[config.mk]
export PLATFORM = sky130hd
export DESIGN_NAME = led_mode_ctrl
export DESIGN_NICKNAME = d
export VERILOG_FILES = /design/src/rtl/led_mode_ctrl.sv
export SDC_FILE = /design/constraint.sdc
export NUM_CORES = 1
export LEC_CHECK = 0
export ABC_AREA = 1
export BUFFER_PORTS_ARGS = -buffer_cell sky130_fd_sc_hd__buf_2
export CAP_MARGIN = 20
export CELL_PAD_IN_SITES_DETAIL_PLACEMENT = 1
export CELL_PAD_IN_SITES_GLOBAL_PLACEMENT = 2
export CORE_MARGIN = 3
export CORE_UTILIZATION = 37
export DETAILED_ROUTE_END_ITERATION = 10
export GPL_TIMING_DRIVEN = 0
export PLACE_DENSITY_LB_ADDON = 0.25
export SLEW_MARGIN = 20
export SYNTH_ARGS = -nofsm -noshare
export SYNTH_HDL_FRONTEND = slang
export SYNTH_SLANG_ARGS = --single-unit
[constraint.sdc]
create_clock -name clk -period 2.4 [get_ports clk]
set_clock_uncertainty 0.15 [all_clocks]
set_input_delay 0.24 -clock clk [delete_from_list [all_inputs] [get_ports clk]]
set_output_delay 0.24 -clock clk [all_outputs]
set_load 0.02 [all_outputs]
[src/rtl/led_mode_ctrl.sv]
module led_mode_ctrl #(
  parameter int NUM_LED   = 4,
  parameter int BLINK_DIV = 12500000,
  parameter int STRETCH   = 25000000
) (
  input  logic                 clk,
  input  logic                 rst_n,
  input  logic                 wr_en,
  input  logic                 wr_sel,
  input  logic [4*NUM_LED-1:0] wr_data,
  input  logic                 link_up,
  input  logic                 speed_10m,
  input  logic                 full_dup,
  input  logic                 link_lost,
  input  logic                 prbs_err,
  input  logic                 xmii_err,
  input  logic                 tx_pulse,
  input  logic                 rx_pulse,
  output logic [NUM_LED-1:0]   led_o
);
  localparam int RW = 4 * NUM_LED;
  localparam int PW = (BLINK_DIV > 2) ? $clog2(BLINK_DIV) : 1;
  localparam int SW = $clog2(STRETCH + 1);

  function automatic logic [RW-1:0] drive_reset();
    logic [RW-1:0] d;
    d = '0;
    for (int i = 0; i < NUM_LED; i++) d[4*i+2] = 1'b1;
    return d;
  endfunction

  logic [RW-1:0]       cfg_func, cfg_drv;
  logic [PW-1:0]       pre_cnt;
  logic                blink_ph;
  logic                prbs_tgl;
  logic [3:0][SW-1:0]  st_cnt;
  logic [3:0]          st_on;
  logic [3:0]          st_trig;

  assign st_trig = {xmii_err, rx_pulse, tx_pulse, tx_pulse | rx_pulse};

  always_ff @(posedge clk or negedge rst_n) begin
    if (!rst_n) begin
      cfg_func <= '0;
      cfg_drv  <= drive_reset();
    end else if (wr_en) begin
      if (wr_sel) cfg_drv  <= wr_data;
      else        cfg_func <= wr_data;
    end
  end

  always_ff @(posedge clk or negedge rst_n) begin
    if (!rst_n) begin
      pre_cnt  <= '0;
      blink_ph <= 1'b0;
    end else if (pre_cnt == PW'(BLINK_DIV - 1)) begin
      pre_cnt  <= '0;
      blink_ph <= ~blink_ph;
    end else begin
      pre_cnt  <= pre_cnt + 1'b1;
    end
  end

  always_ff @(posedge clk or negedge rst_n) begin
    if (!rst_n)        prbs_tgl <= 1'b0;
    else if (prbs_err) prbs_tgl <= ~prbs_tgl;
  end

  for (genvar k = 0; k < 4; k++) begin : g_str
    always_ff @(posedge clk or negedge rst_n) begin
      if (!rst_n)              st_cnt[k] <= '0;
      else if (st_trig[k])     st_cnt[k] <= SW'(STRETCH);
      else if (st_cnt[k] != 0) st_cnt[k] <= st_cnt[k] - 1'b1;
    end
    assign st_on[k] = (st_cnt[k] != '0);
  end

  for (genvar i = 0; i < NUM_LED; i++) begin : g_led
    logic [3:0] mode;
    logic       hw_lvl, lvl;
    assign mode = cfg_func[4*i +: 4];

    always_comb begin
      case (mode)
        4'h0:    hw_lvl = link_up;
        4'h1:    hw_lvl = tx_pulse | rx_pulse;
        4'h2:    hw_lvl = tx_pulse;
        4'h3:    hw_lvl = rx_pulse;
        4'h6:    hw_lvl = speed_10m;
        4'h7:    hw_lvl = full_dup;
        4'h8:    hw_lvl = link_up & ~(st_on[0] & blink_ph);
        4'h9:    hw_lvl = st_on[0] & blink_ph;
        4'hA:    hw_lvl = st_on[1] & blink_ph;
        4'hB:    hw_lvl = st_on[2] & blink_ph;
        4'hC:    hw_lvl = link_lost;
        4'hD:    hw_lvl = prbs_tgl;
        4'hE:    hw_lvl = st_on[3];
        default: hw_lvl = 1'b0;
      endcase
    end

    assign lvl = cfg_drv[4*i] ? cfg_drv[4*i+1] : hw_lvl;

    always_ff @(posedge clk or negedge rst_n) begin
      if (!rst_n) led_o[i] <= 1'b0;
      else        led_o[i] <= cfg_drv[4*i+2] ? lvl : ~lvl;
    end
  end
endmodule

==> flow_metrics.tcl, run 1 <==
set metrics [dict create \
    detail_route.drc_violations 0 \
    netlist_area_um2 9260 \
    synth.yosys.warnings 0 \
    avgSynthCellArea_um2 7.23 \
    die_height_um 164 \
    synthTopCellsByArea "dfrtp_1 (42%), nand2_1 (9.3%), nor2_1 (8.7%)" \
    synth_most_common_cell "nand2_1" \
    synthCells 1280 \
    worstMarginPinSlew_ns 0.666 \
    maximum_number_of_pins_on_one_net_before_global_route_repair 68 \
    vdd.ir_drop.worst_mv 0.361 \
    finalHoldViolations 0 \
    synth-edff-count 0 \
    cts_root_buffer "clkbuf_16" \
    grt_pass1_wl_um 43400 \
    post_layout_nonfiller_instances 1691 \
    global_route.usage.met1 0.284 \
    antenna_cells 0 \
    power.total_mw 6.60 \
    holdPathStages 4 \
    crit_type "flip-flop to flip-flop" \
    starting_density 0.378 \
    synth-main-ff-cell "dfrtp_1" \
    yosysSeqAreaShare 0.428 \
    ys_async_sr_fraction 1.00 \
    worst_setup_hold_path_clk_slew_ns 0.07 \
    wire_per_inst_um 15.0 \
    r2r_worst_path_depth 13 \
    cts_made_buffers 17 \
    drt_first_pass_iters 5 \
    dr.first_iter.drc_count 340 \
    clock_sink_count 158 \
    postRouteWirelength_um 25300 \
    globalRouteOverflowTotal 0 \
    synth.distinct_cells 46 \
    stdcell_area_um2 10700 \
    mappedNetlistNets 1317 \
    grt.busiest_layer "met2" \
    place_inst 1635 \
    fin_tns_setup_ns 0 \
    worstPathMaxFanout 5 \
    critical_path_required_ns 2.56 \
    tritoncts "built" \
    drv_slew 0 \
    number_of_antenna_violations_at_the_first_check_in_global_routing 0 \
    result_of_the_run "finished, final reports clean" \
    global_route.usage.total 0.198 \
    post-dp-hpwl_um 18700 \
    ctsLongestPathBuffers 2 \
    io_pins 32 \
    yosys.area.top_type "dfrtp_1" \
    synth_seq_cells 158 \
    synth_common_cells "nand2_1 (230), nor2_1 (214), inv_1 (201)" \
    endpoint_kind "flip-flop" \
    grt_pass1_vias 8633 \
    startpoint_type "flip-flop" \
    die_area_um2 27000 \
    final_core_utilization 0.436 \
    holdCritPathClass "primary input to flip-flop" \
    area_delta_synth_final_pct 15.2 \
    max_cap_viol_count 0 \
    part_of_the_cycle_the_worst_path_needs 0.909 \
    period_needed_ns 2.18 \
    setup_violation_total_in_the_final_timing_report 0 \
    power_density_nw_per_um2 619 \
    placement_rows 57 \
    number_of_port_buffers 29 \
    drt.antenna.violating_nets 0 \
    groute.layer.met2.usage 0.319 \
    cp_data_arrival_time_ns 2.34 \
    synth_top_area_frac 0.416 \
    total_core_area_um2 24500 \
    drive_gt1_frac 0.108 \
    num_vias 8459 \
    htree_levels 4 \
    number_of_vias_per_cell 5.00 \
    maxSlewHeadroom 0.556 \
    gp_congestion 0.853 \
    finalNetCount 1391 \
    power.leakage_nw 4.82 \
    met3_track_demand_over_resource 0.0315 \
    fmax_mhz 458 \
    place_area_um2 9870 \
    clk-insertion-delay-late_ns 0.43 \
    fp.dieW_um 164 \
]
==> per-stage QoR <==
step                      setup slack (ns)  hold slack, ns
after detailed placement           0.00383         -0.0176
after global placement               -1.71           0.300
after CTS                           0.0304          0.0303
final                                0.219          0.0449
after floorplan                      0.546          -0.206
after global routing              -0.00204          0.0506
==> logic make-up after synthesis <==
logic type               Yosys count  synth area share
AO/OA/AOI/OAI                    176             0.104
XOR/XNOR                          25            0.0237
adder cells (fa/ha/maj)            9            0.0122
buffers and inverters            230            0.0942
flip-flops                       158             0.428
multiplexers                       3           0.00365
AND/OR/NAND/NOR                  679             0.334
==> critical path, stage by stage, from the launching register on <==
cell     delay, ns
dfrtp_1       0.42
nor2_1        0.20
nand2_1       0.08
nor2_1        0.19
nand4_1       0.20
buf_4         0.22
nand2_1       0.06
nand2_1       0.04
nor2_1        0.11
nand3_1       0.15
nand2_1       0.11
nand2_1       0.05
nand2_1       0.05
nand2_1       0.05
==> timing repair <==
item	in CTS	in global routing
pin swaps	0	3
cloned	0	0
buffers inserted	0	6
gates resized for setup	1	8
setup endpoints to repair	1	18
hold buffers	18	0
hold endpoints to repair	127	0
==> path summary, 6_finish.rpt <==
kind,from,endpoint,slack (ns)
setup / recovery,st_cnt[92]$_DFFE_PN0P_,led_o[2]$_DFF_PN0_,0.22
hold / removal,xmii_err,st_cnt[78]$_DFFE_PN0P_,0.04
setup reg to reg,st_cnt[92]$_DFFE_PN0P_,led_o[2]$_DFF_PN0_,0.22
hold reg to reg,st_cnt[25]$_DFFE_PN0P_,st_cnt[25]$_DFFE_PN0P_,0.31
max in group asynchronous,rst_n,cfg_drv[10]$_DFFE_PN1P_,0.96
min in group asynchronous,rst_n,st_cnt[88]$_DFFE_PN0P_,0.13
==> metal layers <==
layer / vias to the layer above / wire [µm]
met2: 71 / 11400
met5: - / 0
li1: 4273 / -
met4: 0 / 172
met1: 4103 / 13200
met3: 12 / 541
==> area by class of cell <==
cell class | instances | area (µm²)
fill | 3117 | 13800
multi-input combinational | 892 | 4450
sequential | 158 | 3960
inverter | 209 | 785
clock buffer | 20 | 457
timing repair buffer | 55 | 435
tap | 324 | 405
buffer | 21 | 87.6
clock inverter | 12 | 86.3
==> report_power, final <==
group          switching [mW]  leakage [nW]  internal (mW)  total, mW
sequential              0.171          1.85           2.84       3.01
clock                    1.18         0.251           1.38       2.57
combinational           0.690          2.72          0.332       1.02
total                    2.05          4.82           4.55       6.60
==> state kept, by name (all words and copies together), names as in the netlist <==
name	cells
cfg_func	16
pre_cnt	24
cfg_drv	12
st_cnt	100
blink_ph	1
prbs_tgl	1
led_o	4
==> placed cells by master, fill, tap and decap left out, drive strengths merged <==
cell,n
nor2,237
nand2,236
inv,211
dfrtp,154
nand3,100
o21ai,83
a21oi,61
nor3,52
buf,43
clkbuf,35
nand4,30
dlygate4sd3,18
xor2,15
nor4,13
a31oi,10
xnor2,10
ha,9
a211oi,6
clkinvlp,6
or2,5
o21a,4
o31ai,4
nand3b,4
dfstp,4
o211ai,4
clkinv,4
mux2,3
and3,1
and2,1
a21boi,1
a21o,1
o221ai,1
o311ai,1
Power figures use the tool's default switching activity.
==> inputs of run 2 (changes only) <==
--- a/config.mk
+++ b/config.mk
@@ -6,7 +6,7 @@
 export NUM_CORES = 1
 export LEC_CHECK = 0
 export ABC_AREA = 1
-export BUFFER_PORTS_ARGS = -buffer_cell sky130_fd_sc_hd__buf_2
+export BUFFER_PORTS_ARGS = -buffer_cell sky130_fd_sc_hd__clkbuf_2
 export CAP_MARGIN = 20
 export CELL_PAD_IN_SITES_DETAIL_PLACEMENT = 1
 export CELL_PAD_IN_SITES_GLOBAL_PLACEMENT = 2
==> run 2 against run 1 <==
Critical path depth down 6. First-iteration DRC count is 11% higher. Sequential cell count unchanged. Sequential power hardly changed. Global-route usage grew 0.26 points. Fmax shrank 0.31%. Critical path type unchanged.
==> flow_metrics.tcl, run 2 (synthesized netlist as in run 1, its figures left out) <==
set metrics [dict create \
    fillers 3071 \
    place_inst 1634 \
    regToRegStartpoint "st_cnt[19]$_DFFE_PN0P_" \
    drt_first_pass_iters 4 \
    drive_gt1_frac 0.0992 \
    cts_made_buffers 17 \
    post_layout_nonfiller_instances 1685 \
    worst_setup_hold_path_clk_slew_ns 0.07 \
    detail_route.drc_violations 0 \
    fp.dieW_um 164 \
    placement_rows 57 \
    result_of_the_run "finished, final reports clean" \
    placement.setup.worst_slack_ns 0.0511 \
    starting_density 0.378 \
    maximum_number_of_pins_on_one_net_before_global_route_repair 84 \
    fmax_mhz 457 \
    worstMarginPinSlew_ns 0.661 \
    maxSlewHeadroom 0.559 \
    path_common_cell "nand2_1" \
    worstPathMaxFanout 9 \
    number_of_vias_per_cell 5.00 \
    grt_pass1_wl_um 43600 \
    die_area_um2 27000 \
    largest_register_ffs 100 \
    finalHoldViolations 0 \
    wire_per_inst_um 15.0 \
    grt_pass1_vias 8719 \
    number_of_antenna_violations_at_the_first_check_in_global_routing 0 \
    number_of_port_buffers 29 \
    largest-register "st_cnt" \
    part_of_the_cycle_the_worst_path_needs 0.912 \
    clk-insertion-delay-late_ns 0.43 \
    cts_root_buffer "clkbuf_16" \
    worstHoldStart "xmii_err" \
    power.leakage_nw 4.84 \
    num_vias 8422 \
    total_core_area_um2 24500 \
    power_density_nw_per_um2 651 \
    tritoncts "built" \
    ctsLongestPathBuffers 2 \
    startpoint_type "flip-flop" \
    vdd.ir_drop.worst_mv 0.282 \
    antenna_cells 0 \
    timing.hold.ws_ns 0.0297 \
    gp_congestion 0.861 \
    critical_path_required_ns 2.61 \
    setup_repair_after_global_routing_missed_its_margin "no" \
    max_stage_delay_ns 0.46 \
    crit_type "flip-flop to flip-flop" \
    htree_levels 4 \
    setup.reg_to_reg.worst_slack_ns 0.21 \
    setup_slack_ns 0.212 \
    drv_slew 0 \
    cp_data_arrival_time_ns 2.40 \
    dr.first_iter.drc_count 376 \
    holdCritPathClass "primary input to flip-flop" \
    endpoint_kind "flip-flop" \
    global_route.usage.total 0.200 \
    clock_sink_count 158 \
    globalRouteOverflowTotal 0 \
    layout_top_registers "st_cnt (100), pre_cnt (24), cfg_func (16)" \
    fin_tns_setup_ns 0 \
    critical_path.top_delay_family "simple AND/OR/NAND/NOR gates" \
    max_cap_viol_count 0 \
    area_delta_synth_final_pct 15.2 \
    r2r_worst_path_depth 7 \
    mostFrequentLayoutCell "nand2_1" \
    finalNetCount 1385 \
    drt.antenna.violating_nets 0 \
    critical_path_buf_inv_count 0 \
    cp-startpoint "st_cnt[19]$_DFFE_PN0P_" \
    crit_slowest_cell "nand4_1" \
    post-dp-hpwl_um 18700 \
    most-common-layout-cells "nand2_1 (230), nor2_1 (211), inv_1 (201)" \
    die_height_um 164 \
    r2r_end "st_cnt[0]$_DFFE_PN0P_" \
    worstPathCellList "nor2_1 -> nand2_1 -> nor2_2 -> nand4_1 -> nor2_1 -> nand2_1 -> nand2_1" \
    period_needed_ns 2.19 \
    holdPathStages 4 \
    postRouteWirelength_um 25300 \
    io_pins 32 \
    min_to "st_cnt[78]$_DFFE_PN0P_" \
    setup_violation_total_in_the_final_timing_report 0 \
]
run 2: changes by cell type in the layout (fill, tap and decap cells not counted), moves of 3 or more:
cell,change
clkinvlp_4,-4
bufinv_16,+4
clkinv_4,+3
clkbuf_2,+28
buf_2,-28
clkbuf_1,+3
buf_4,-5
inv_6,-3
run 2: repair_timing:
item	4_1_cts	5_1_grt
hold buffers	18	0
gates resized for setup	0	4
setup buffers	0	1
hold endpoints to repair	100	0
endpoints found under the setup margin	0	14
run 2: worst max path at each step:
stage | endpoint | slack (ns) | cells past startpoint
floorplan | pre_cnt[20]$_DFF_PN0_ | 0.55 | 12
global placement | st_cnt[32]$_DFFE_PN0P_ | -2.13 | 1
detailed placement | st_cnt[76]$_DFFE_PN0P_ | 0.05 | 7
CTS | st_cnt[76]$_DFFE_PN0P_ | 0.03 | 7
global route | st_cnt[51]$_DFFE_PN0P_ | 0.002 | 7
finish | st_cnt[0]$_DFFE_PN0P_ | 0.21 | 7
run 2: worst reg2reg max path: stages (launching register included):
cell     delay, ns
dfrtp_1       0.44
nor2_1        0.17
nand2_1       0.10
nor2_2        0.23
nand4_1       0.47
nor2_1        0.41
nand2_1       0.10
nand2_1       0.07
run 2: area by class of cell:
class | instances | area [µm²] | share of cell area
Buffer | 21 | 87.6 | 0.00821
Clock buffer | 22 | 454 | 0.0426
Clock inverter | 10 | 166 | 0.0156
Inverter | 209 | 785 | 0.0736
Multi-Input combinational cell | 892 | 4440 | 0.416
Sequential cell | 158 | 3960 | 0.371
Tap cell | 324 | 405 | 0.0380
Timing Repair Buffer | 49 | 369 | 0.0346
run 2: per-stage QoR:
stage	instance area, µm²	total power, mW	utilization
after CTS	10600	7.04	0.435
after global routing	10700	7.34	0.436
after global placement	9810	4.02	0.401
final	10700	6.95	0.436
after detailed placement	9840	4.05	0.402
after floorplan	9260	3.69	-
run 2: where the power goes:
part	internal, mW	total (mW)	leakage, nW	switching, mW
logic	0.327	1.02	2.69	0.693
registers	2.84	3.01	1.85	0.177
clock network	1.77	2.91	0.294	1.14
run 2: metal layers:
metal / GRT usage / vias to the layer above / part of all wire
met4: 0.0481 / 0 / 0.012
met3: 0.0285 / 22 / 0.024
met2: 0.320 / 81 / 0.45
met5: 0 / - / 0
li1: - / 4267 / -
met1: 0.287 / 4052 / 0.51
